`src/rtl/busalu_pkg.sv`:
```
package busalu_pkg;

    typedef enum logic [2:0] {
        OP_ADD  = 3'b000,
        OP_SUB  = 3'b001,
        OP_AND  = 3'b010,
        OP_OR   = 3'b011,
        OP_XOR  = 3'b100,
        OP_PASS = 3'b101,
        OP_RSV6 = 3'b110,
        OP_RSV7 = 3'b111
    } alu_op_e;

    // Bus source indices; the one-hot enable vector uses these bit positions.
    localparam int NSRC    = 4;
    localparam int SRC_A   = 0;
    localparam int SRC_B   = 1;
    localparam int SRC_C   = 2;
    localparam int SRC_EXT = 3;

    typedef enum logic [2:0] {
        ST_IDLE,
        ST_A2T,
        ST_B2C,
        ST_C2A,
        ST_DONE
    } seq_state_e;

    typedef struct packed {
        logic [NSRC-1:0] oe;
        logic            ld_a;
        logic            ld_b;
        logic            ld_t;
        logic            ld_c;
        alu_op_e         alu_op;
    } ctrl_t;

    function automatic logic [NSRC-1:0] src_bit(input int idx);
        logic [NSRC-1:0] r;
        r      = '0;
        r[idx] = 1'b1;
        return r;
    endfunction

endpackage

```
`src/rtl/busalu_alu.sv`:
```
module busalu_alu
    import busalu_pkg::*;
#(
    parameter int W = 8
) (
    input  alu_op_e        op,
    input  logic [W-1:0]   lhs,
    input  logic [W-1:0]   rhs,
    output logic [W-1:0]   res
);

    always_comb begin
        case (op)
            OP_ADD:  res = lhs + rhs;
            OP_SUB:  res = lhs - rhs;
            OP_AND:  res = lhs & rhs;
            OP_OR:   res = lhs | rhs;
            OP_XOR:  res = lhs ^ rhs;
            OP_PASS: res = rhs;
            default: res = '0;
        endcase
    end

endmodule

```
`src/rtl/busalu_bus.sv`:
```
module busalu_bus
    import busalu_pkg::*;
#(
    parameter int W = 8,
    parameter int N = NSRC
) (
    input  logic                clk,
    input  logic                rst,
    input  logic [N-1:0]        oe,
    input  logic [N-1:0][W-1:0] drv,
    output logic [W-1:0]        bus
);

    logic [N-1:0][W-1:0] masked;

    generate
        for (genvar i = 0; i < N; i++) begin : g_gate
            assign masked[i] = oe[i] ? drv[i] : '0;
        end
    endgenerate

    always_comb begin
        bus = '0;
        for (int i = 0; i < N; i++) begin
            bus = bus | masked[i];
        end
    end


    bus_contention_chk: assert property (@(posedge clk) disable iff (rst)
        $onehot0(oe));

endmodule

```
`src/rtl/busalu_seq.sv`:
```
module busalu_seq
    import busalu_pkg::*;
(
    input  logic       clk,
    input  logic       rst,
    input  logic       start,
    input  logic [2:0] op_in,
    input  logic       pre_we,
    input  logic       pre_sel,
    output ctrl_t      cw,
    output logic       busy,
    output logic       done
);

    seq_state_e state_q;
    alu_op_e    op_q;

    always_ff @(posedge clk) begin
        if (rst) begin
            state_q <= ST_IDLE;
            op_q    <= OP_ADD;
        end else begin
            case (state_q)
                ST_IDLE: begin
                    if (start) begin
                        state_q <= ST_A2T;
                        op_q    <= alu_op_e'(op_in);
                    end
                end
                ST_A2T:  state_q <= ST_B2C;
                ST_B2C:  state_q <= ST_C2A;
                ST_C2A:  state_q <= ST_DONE;
                ST_DONE: state_q <= ST_IDLE;
                default: state_q <= ST_IDLE;
            endcase
        end
    end

    always_comb begin
        cw        = '0;
        cw.alu_op = op_q;
        case (state_q)
            ST_IDLE: begin
                if (pre_we && !start) begin
                    cw.oe = src_bit(SRC_EXT);
                    if (pre_sel) cw.ld_b = 1'b1;
                    else         cw.ld_a = 1'b1;
                end
            end
            ST_A2T: begin
                cw.oe   = src_bit(SRC_A);
                cw.ld_t = 1'b1;
            end
            ST_B2C: begin
                cw.oe   = src_bit(SRC_B);
                cw.ld_c = 1'b1;
            end
            ST_C2A: begin
                cw.oe   = src_bit(SRC_C);
                cw.ld_a = 1'b1;
            end
            default: ;
        endcase
    end

    assign busy = (state_q != ST_IDLE);
    assign done = (state_q == ST_DONE);


    done_single_chk: assert property (@(posedge clk) disable iff (rst)
        done |=> !done);


    busy_needs_start_chk: assert property (@(posedge clk) disable iff (rst)
        $rose(busy) |-> $past(start));


    no_restart_chk: assert property (@(posedge clk) disable iff (rst)
        (state_q == ST_DONE) |=> !busy);

endmodule

```
`src/rtl/busalu_core.sv`:
```
module busalu_core
    import busalu_pkg::*;
#(
    parameter int W = 8
) (
    input  logic         clk,
    input  logic         rst,
    input  logic         start,
    input  logic [2:0]   op,
    input  logic         pre_we,
    input  logic         pre_sel,
    input  logic [W-1:0] pre_data,
    output logic         busy,
    output logic         done,
    output logic [W-1:0] a_q,
    output logic [W-1:0] b_q,
    output logic [W-1:0] c_q,
    output logic [W-1:0] bus_q
);

    ctrl_t               cw;
    logic [W-1:0]        a_r, b_r, t_r, c_r;
    logic [W-1:0]        bus;
    logic [W-1:0]        alu_res;
    logic [NSRC-1:0][W-1:0] drv;

    busalu_seq u_seq (
        .clk     (clk),
        .rst     (rst),
        .start   (start),
        .op_in   (op),
        .pre_we  (pre_we),
        .pre_sel (pre_sel),
        .cw      (cw),
        .busy    (busy),
        .done    (done)
    );

    assign drv[SRC_A]   = a_r;
    assign drv[SRC_B]   = b_r;
    assign drv[SRC_C]   = c_r;
    assign drv[SRC_EXT] = pre_data;

    busalu_bus #(.W(W), .N(NSRC)) u_bus (
        .clk (clk),
        .rst (rst),
        .oe  (cw.oe),
        .drv (drv),
        .bus (bus)
    );

    busalu_alu #(.W(W)) u_alu (
        .op  (cw.alu_op),
        .lhs (t_r),
        .rhs (bus),
        .res (alu_res)
    );

    always_ff @(posedge clk) begin
        if (rst) begin
            a_r <= '0;
            b_r <= '0;
            t_r <= '0;
            c_r <= '0;
        end else begin
            if (cw.ld_a) a_r <= bus;
            if (cw.ld_b) b_r <= bus;
            if (cw.ld_t) t_r <= bus;
            if (cw.ld_c) c_r <= alu_res;
        end
    end

    assign a_q   = a_r;
    assign b_q   = b_r;
    assign c_q   = c_r;
    assign bus_q = bus;


    a_hold_chk: assert property (@(posedge clk) disable iff (rst)
        !cw.ld_a |=> $stable(a_r));


    done_after_wb_chk: assert property (@(posedge clk) disable iff (rst)
        done |-> $past(cw.ld_a));


    b_quiet_busy_chk: assert property (@(posedge clk) disable iff (rst)
        busy |-> !cw.ld_b);

endmodule

```
`config.mk`:
```
export PLATFORM = sky130hd
export DESIGN_NAME = busalu_core
export DESIGN_NICKNAME = d
export VERILOG_FILES = /design/src/rtl/busalu_pkg.sv /design/src/rtl/busalu_alu.sv /design/src/rtl/busalu_bus.sv /design/src/rtl/busalu_seq.sv /design/src/rtl/busalu_core.sv
export SDC_FILE = /design/constraint.sdc
export NUM_CORES = 1
export LEC_CHECK = 0
export ABC_CLOCK_PERIOD_IN_PS = 6600
export BUFFER_PORTS_ARGS = -buffer_cell sky130_fd_sc_hd__buf_2
export CAP_MARGIN = 30
export CORE_MARGIN = 3
export CORE_UTILIZATION = 62
export CTS_BUF_LIST = sky130_fd_sc_hd__clkbuf_4
export DETAILED_ROUTE_END_ITERATION = 6
export PLACE_DENSITY = 0.86
export SLEW_MARGIN = 20
export SYNTH_ARGS = -nofsm -noshare
export SYNTH_HDL_FRONTEND = slang
export SYNTH_SLANG_ARGS = --single-unit
```
`constraint.sdc`:
```
create_clock -name clk -period 6.6 [get_ports clk]
set_input_delay 0.66 -clock clk [delete_from_list [all_inputs] [get_ports clk]]
set_output_delay 0.66 -clock clk [all_outputs]
set_load 0.05 [all_outputs]
```
==> results of run 1 <==
-- flip-flops by register name (all words and copies together), names as in the netlist --
| register | cells |
|---|---|
| a_q | 8 |
| b_q | 8 |
| c_q | 8 |
| t_r | 8 |
| u_seq.op_q | 3 |
| u_seq.state_q | 3 |
-- per-layer routing --
layer	share of wire	up-vias	GRT usage
met2	0.48	156	0.445
met4	0.025	0	0.109
met3	0.091	21	0.0505
li1	-	1264	-
met1	0.41	1234	0.349
met5	0	-	0
-- Yosys cell counts, drive strengths merged, types with 3 or more instances --
library cell / count / area [um2]
dfxtp: 38 / 761
clkbuf: 17 / 63.8
xnor2: 10 / 87.6
nand3: 4 / 20.0
nor2: 53 / 199
mux2i: 8 / 80.1
nor4: 4 / 31.3
or2: 3 / 18.8
ha: 21 / 263
nand2b: 3 / 18.8
a211oi: 24 / 180
a21oi: 15 / 75.1
o22ai: 5 / 31.3
a22oi: 9 / 67.6
o21ai: 15 / 75.1
a221oi: 6 / 88.8
nand2: 12 / 45.0
inv: 22 / 85.1
o22a: 3 / 26.3
buf: 3 / 26.3
a31oi: 4 / 25.0
nor2b: 11 / 68.8
nor3: 7 / 35.0
mux2: 3 / 33.8
-- worst reg2reg max path, stage by stage (launching register included) --
cell	delay (ns)
sky130_fd_sc_hd__dfxtp_1	0.88
sky130_fd_sc_hd__nor4_2	0.15
sky130_fd_sc_hd__and2_4	0.26
sky130_fd_sc_hd__a221oi_1	0.75
sky130_fd_sc_hd__nand4_1	0.39
sky130_fd_sc_hd__nor2_1	0.24
sky130_fd_sc_hd__nor2_1	0.09
sky130_fd_sc_hd__xnor2_1	0.16
sky130_fd_sc_hd__ha_1	0.33
sky130_fd_sc_hd__nor3_1	0.06
sky130_fd_sc_hd__nor2_1	0.21
sky130_fd_sc_hd__a21oi_1	0.12
sky130_fd_sc_hd__nor4b_1	0.19
sky130_fd_sc_hd__a2111o_1	0.40
sky130_fd_sc_hd__or2_1	0.23
-- power by group --
group / switching [W] / leakage, nW / internal [W] / total (W)
Clock: 0.0000791 / 0.0277 / 0.0000380 / 0.000117
Combinational: 0.000218 / 0.966 / 0.000124 / 0.000342
Sequential: 0.0000295 / 0.310 / 0.000250 / 0.000279
-- kinds of logic (layout without fill, tap and decap cells) --
| group | Yosys count | count (layout) | share of synthesized area |
|---|---|---|---|
| simple gates | 113 | 113 | 0.213 |
| compound gates | 92 | 92 | 0.250 |
| buf+inv | 42 | 81 | 0.0658 |
| flops | 38 | 38 | 0.286 |
| fa+ha+maj | 22 | 22 | 0.106 |
| xor+xnor | 11 | 11 | 0.0362 |
| mux | 11 | 11 | 0.0427 |
-- path summary, 6_finish.rpt --
| check | endpoint | cells past startpoint | slack, ns |
|---|---|---|---|
| max reg2reg | c_q[7]$_SDFFE_PP0N_ | 14 | 2.05 |
| max | c_q[7]$_SDFFE_PP0N_ | 14 | 2.05 |
| min | c_q[2]$_SDFFE_PP0N_ | 2 | 0.48 |
| min reg2reg | c_q[2]$_SDFFE_PP0N_ | 2 | 0.48 |
-- cell type report --
type / instances / area [um2] / share of cell area
inverters: 22 / 85.1 / 0.0288
multi-input cells: 249 / 1740 / 0.588
clock buffers: 5 / 37.5 / 0.0127
repair buffers: 51 / 260 / 0.0880
well taps: 50 / 62.6 / 0.0212
clock inverters: 3 / 11.3 / 0.00381
flip-flops and latches: 38 / 761 / 0.257
-- through the flow --
| step | instance area, um2 | power [W] | utilization | hold WS, ns |
|---|---|---|---|---|
| global placement | 2890 | 0.000606 | 0.707 | 0.467 |
| floorplan | 2660 | 0.000548 | - | 0.495 |
| finish | 2960 | 0.000738 | 0.724 | 0.481 |
| global route | 2960 | 0.000781 | 0.724 | 0.512 |
| CTS | 2950 | 0.000733 | 0.721 | 0.481 |
| detailed placement | 2900 | 0.000618 | 0.709 | 0.465 |
==> flow_summary.ini, run 1 <==
[clock_network]
clock-sinks = 38
clk_root_buffer_cell = sky130_fd_sc_hd__clkbuf_4
post_cts.resized_instances = 0
cts-htree-levels = 2
cts_tree = built
cts.clk_slew.worst_paths_ns = 0.12
number_of_buffers_added_by_the_clock_tree_synthesis_step = 5
clock_latency_ns = 0.35
clk_path_buf_depth = 2
cts_setup_buffers = 0
cts_hold_buffers = 0

[place]
place.gp.congestion = 0.863
portBuffers = 49
placedCellCount = 410
pre_cts_ws_ns = 2.20
place.detailed.hpwl_um = 5060

[logic_synthesis]
synth.yosys.warnings = 0
postSynth.topFlopCell = sky130_fd_sc_hd__dfxtp_1
syn-num-nets = 367
async_flop_share = 0
synth-edff-count = 0
synthCells = 329
synthesis.area_um2 = 2660
synth_area_per_cell_um2 = 8.10
yosysSeqAreaShare = 0.286
ys_types = 58
yosys_register_bits = 38

[drt]
wirelength_um = 7030
first_pass_iters = 5
antenna_violating_nets_post_route = 0
wl_per_instance_um = 16.8
detailroute.via_count = 2675
post_detailed_route_drc_marker_count = 0
drt-vias-per-instance = 6.40
drt_iter0_drc = 221

[flow_run]
drv.max_cap_violation_count = 0

[worst_hold_path]
holdCritStartpoint = c_q[2]$_SDFFE_PP0N_
classification_of_the_worst_slack_hold_path = reg2reg

[timing]
layout_worst_path_cycle_share = 0.689
timing.fmax_mhz = 220
hold_viol = 0
slew_violations = 0
layout_setup_ws_ns = 2.05
max_slew_margin = 0.414
timing.final.crit_period_ns = 4.55
fin_tns_setup_ns = 0
rsz0062_at_grt = no
worst_pin_slew_ns = 0.877
setup_violations = 0
worst_clock_skew_ns = 0.00658

[die]
start_util = 0.652
die_w_um = 71.5
ios = 50
die-area_um2 = 5120
core_area_um2 = 4090
row_count = 23
die_y_um = 71.5

[critical_path]
critical-path-max-stage-delay_ns = 0.88
timing.rr.start = u_seq.state_q[1]$_SDFFE_PP0P_
worst_ep_required_time_ns = 6.85
cp_max_fanout = 19
worst_path_max_delay_cell = sky130_fd_sc_hd__dfxtp_1
critPathLaunchType = flop
crit_chain = nor4_2 > and2_4 > a221oi_1 > nand4_1 > nor2_1 > nor2_1 > xnor2_1 > ha_1 > nor3_1 > nor2_1 > a21oi_1 > nor4b_1 > a2111o_1 > or2_1
path_buf_inv = 0
crit_path_start = u_seq.state_q[1]$_SDFFE_PP0P_
timing_worst_setup_path_type = reg2reg
critical_path.most_common_cell = sky130_fd_sc_hd__nor2_1
timing.critical_path.arrival_ns = 4.80
end_kind = flop
largest_delay_contributor_family_on_the_critical_path = simple AND/OR/NAND/NOR gates

[finish]
drive_gt1_frac = 0.190
areaGrowthSynthToFinish_pct = 11.0
filler_cell_count = 344
layoutNonFillerInstCount = 418
fin_nets = 405
layout_commonest_cell = sky130_fd_sc_hd__nor2_1
final_cell_mix = 53 x sky130_fd_sc_hd__nor2_1, 49 x sky130_fd_sc_hd__buf_2, 38 x sky130_fd_sc_hd__dfxtp_1, 24 x sky130_fd_sc_hd__a211oi_1
antenna-diode-count = 0

[global_route]
largest_net_degree_at_the_start_of_global_routing = 41
initial_antenna_violation_count = 0
first_global_vias = 2254
grt_pass1_wl_um = 11000
global_route.overflow_total = 0
groute.usage.overall = 0.271

[power_and_ir_drop]
power_dens_cells_nw_per_um2 = 250
power_leakage_nw = 1.30
vdd_drop_max_mv = 0.175

[status]
result_of_the_run = finished, final reports clean
Note: power is estimated with default switching activity, not from simulation.
==> inputs of run 2 (changes only) <==
Settings changed: ABC_CLOCK_PERIOD_IN_PS 6600 to 3790, CORE_UTILIZATION 62 to 52, PLACE_DENSITY 0.86 to 0.76.
Clock period 6.6 ns to 3.79 ns, I/O delays scaled along.
==> flow_summary.ini, run 2 (synthesis gave the netlist of run 1 again) <==
[die]
die_w_um = 77.6
core_area_um2 = 4850
ios = 50
die-area_um2 = 6020
row_count = 25
die_y_um = 77.6
start_util = 0.549

[critical_path]
cp_max_fanout = 12
timing.critical_path.arrival_ns = 3.75
critical-path-max-stage-delay_ns = 0.47
worst_path_max_delay_cell = sky130_fd_sc_hd__dfxtp_2
end_kind = flop
timing.rr.start = u_seq.state_q[1]$_SDFFE_PP0P_
crit_chain = buf_4 > mux2_2 > a22oi_1 > nor2_1 > a21oi_1 > inv_1 > xnor2_1 > ha_1 > nor3_1 > nor2_1 > a21oi_1 > nor4b_1 > a2111o_1 > or2_1
worst_ep_required_time_ns = 4.02
timing_worst_setup_path_type = reg2reg
timing.reg2reg.setup_slack_ns = 0.27
reg2reg_depth = 14
timing.rr.end = c_q[7]$_SDFFE_PP0N_
critPathLaunchType = flop
path_buf_inv = 2
crit_path_start = u_seq.state_q[1]$_SDFFE_PP0P_
largest_delay_contributor_family_on_the_critical_path = compound AO/OA/AOI/OAI gates

[global_route]
first_global_vias = 2515
largest_net_degree_at_the_start_of_global_routing = 41
groute.usage.overall = 0.243
global_route.overflow_total = 0
grt_pass1_wl_um = 11900
initial_antenna_violation_count = 0

[timing]
worst_pin_slew_ns = 0.777
setup_violations = 0
timing.fmax_mhz = 284
finalHoldWorstSlack_ns = 0.284
fin_tns_setup_ns = 0
worst_clock_skew_ns = 0.0180
slew_violations = 0
hold_viol = 0
timing.final.crit_period_ns = 3.52
max_slew_margin = 0.481
layout_worst_path_cycle_share = 0.928
rsz0062_at_grt = no

[worst_hold_path]
hold-path-cell-count = 3
hold-path-endpoint = u_seq.op_q[1]$_SDFFE_PP0P_
holdCritStartpoint = op[1]
classification_of_the_worst_slack_hold_path = in2reg

[drt]
wirelength_um = 7000
drt-vias-per-instance = 5.70
detailroute.via_count = 2587
wl_per_instance_um = 15.4
post_detailed_route_drc_marker_count = 0
antenna_violating_nets_post_route = 0
drt_iter0_drc = 209
first_pass_iters = 5

[finish]
areaGrowthSynthToFinish_pct = 17.0
layout_commonest_cell = sky130_fd_sc_hd__nor2_1
final_cell_mix = 53 x sky130_fd_sc_hd__nor2_1, 49 x sky130_fd_sc_hd__buf_2, 37 x sky130_fd_sc_hd__dfxtp_1, 24 x sky130_fd_sc_hd__a211oi_1
fin_nets = 424
drive_gt1_frac = 0.235
antenna-diode-count = 0
final_core_utilization = 0.643

[clock_network]
cts.clk_slew.worst_paths_ns = 0.13
clk_root_buffer_cell = sky130_fd_sc_hd__clkbuf_4
clk_path_buf_depth = 2
clock_latency_ns = 0.34
cts_setup_buffers = 0
cts-htree-levels = 2
cts_tree = built
number_of_buffers_added_by_the_clock_tree_synthesis_step = 5
post_cts.resized_instances = 0
cts_hold_buffers = 0
clock-sinks = 38

[place]
place.gp.congestion = 0.886
portBuffers = 49
place.detailed.hpwl_um = 5360

[power_and_ir_drop]
power_dens_cells_nw_per_um2 = 422
vdd_drop_max_mv = 0.299
power_leakage_nw = 1.39
fin_total_pwr_w = 0.00132

[flow_run]
drv.max_cap_violation_count = 0

[status]
result_of_the_run = finished, final reports clean
-- run 2: cell count changes in the layout (fill, tap and decap cells not counted), sizes merged --
cell | before | now
buf | 51 | 70
clkinv | 3 | 2
clkinvlp | 0 | 1
-- run 2: routing by layer --
| metal | up-vias | GRT usage | share of wire |
|---|---|---|---|
| li1 | 1299 | - | - |
| met1 | 1211 | 0.322 | 0.46 |
| met2 | 67 | 0.402 | 0.48 |
| met3 | 10 | 0.0464 | 0.039 |
| met4 | 0 | 0.0676 | 0.014 |
| met5 | - | 0 | 0 |
-- run 2: where the power goes --
group,switching (W),internal [W]
clock,0.000141,0.0000692
sequential,0.0000359,0.000436
combinational,0.000399,0.000236
total,0.000575,0.000741
-- run 2: tightest hold or removal path, cell delays in order --
cell and delay [ns]:
sky130_fd_sc_hd__buf_2 0.08, sky130_fd_sc_hd__mux2i_1 0.06, sky130_fd_sc_hd__nor2_1 0.07
-- run 2: worst max-delay path by stage --
stage,cells past startpoint,end,slack (ns)
after global placement,14,c_q[7]$_SDFFE_PP0N_,0.29
final,14,c_q[7]$_SDFFE_PP0N_,0.27
after CTS,14,c_q[7]$_SDFFE_PP0N_,0.19
after detailed placement,14,c_q[7]$_SDFFE_PP0N_,0.24
after floorplan,15,c_q[7]$_SDFFE_PP0N_,0.16
after global routing,14,c_q[7]$_SDFFE_PP0N_,0.02
-- run 2: layout make-up --
cell class / count / area, um2
fill: 458 / 1730
tap: 67 / 83.8
multi-input combinational: 249 / 1730
clock buffer: 5 / 37.5
inverter: 22 / 85.1
sequential: 38 / 762
clock inverter: 3 / 16.3
timing repair buffer: 70 / 403
-- run 2: metrics by stage --
step                      area [um2]  std cells  setup slack [ns]
after floorplan                 2660        329             0.162
after detailed placement        3060        446             0.235
final                           3120        454             0.274
after global routing            3120        454            0.0210
after CTS                       3110        454             0.190
after global placement          3050        445             0.294
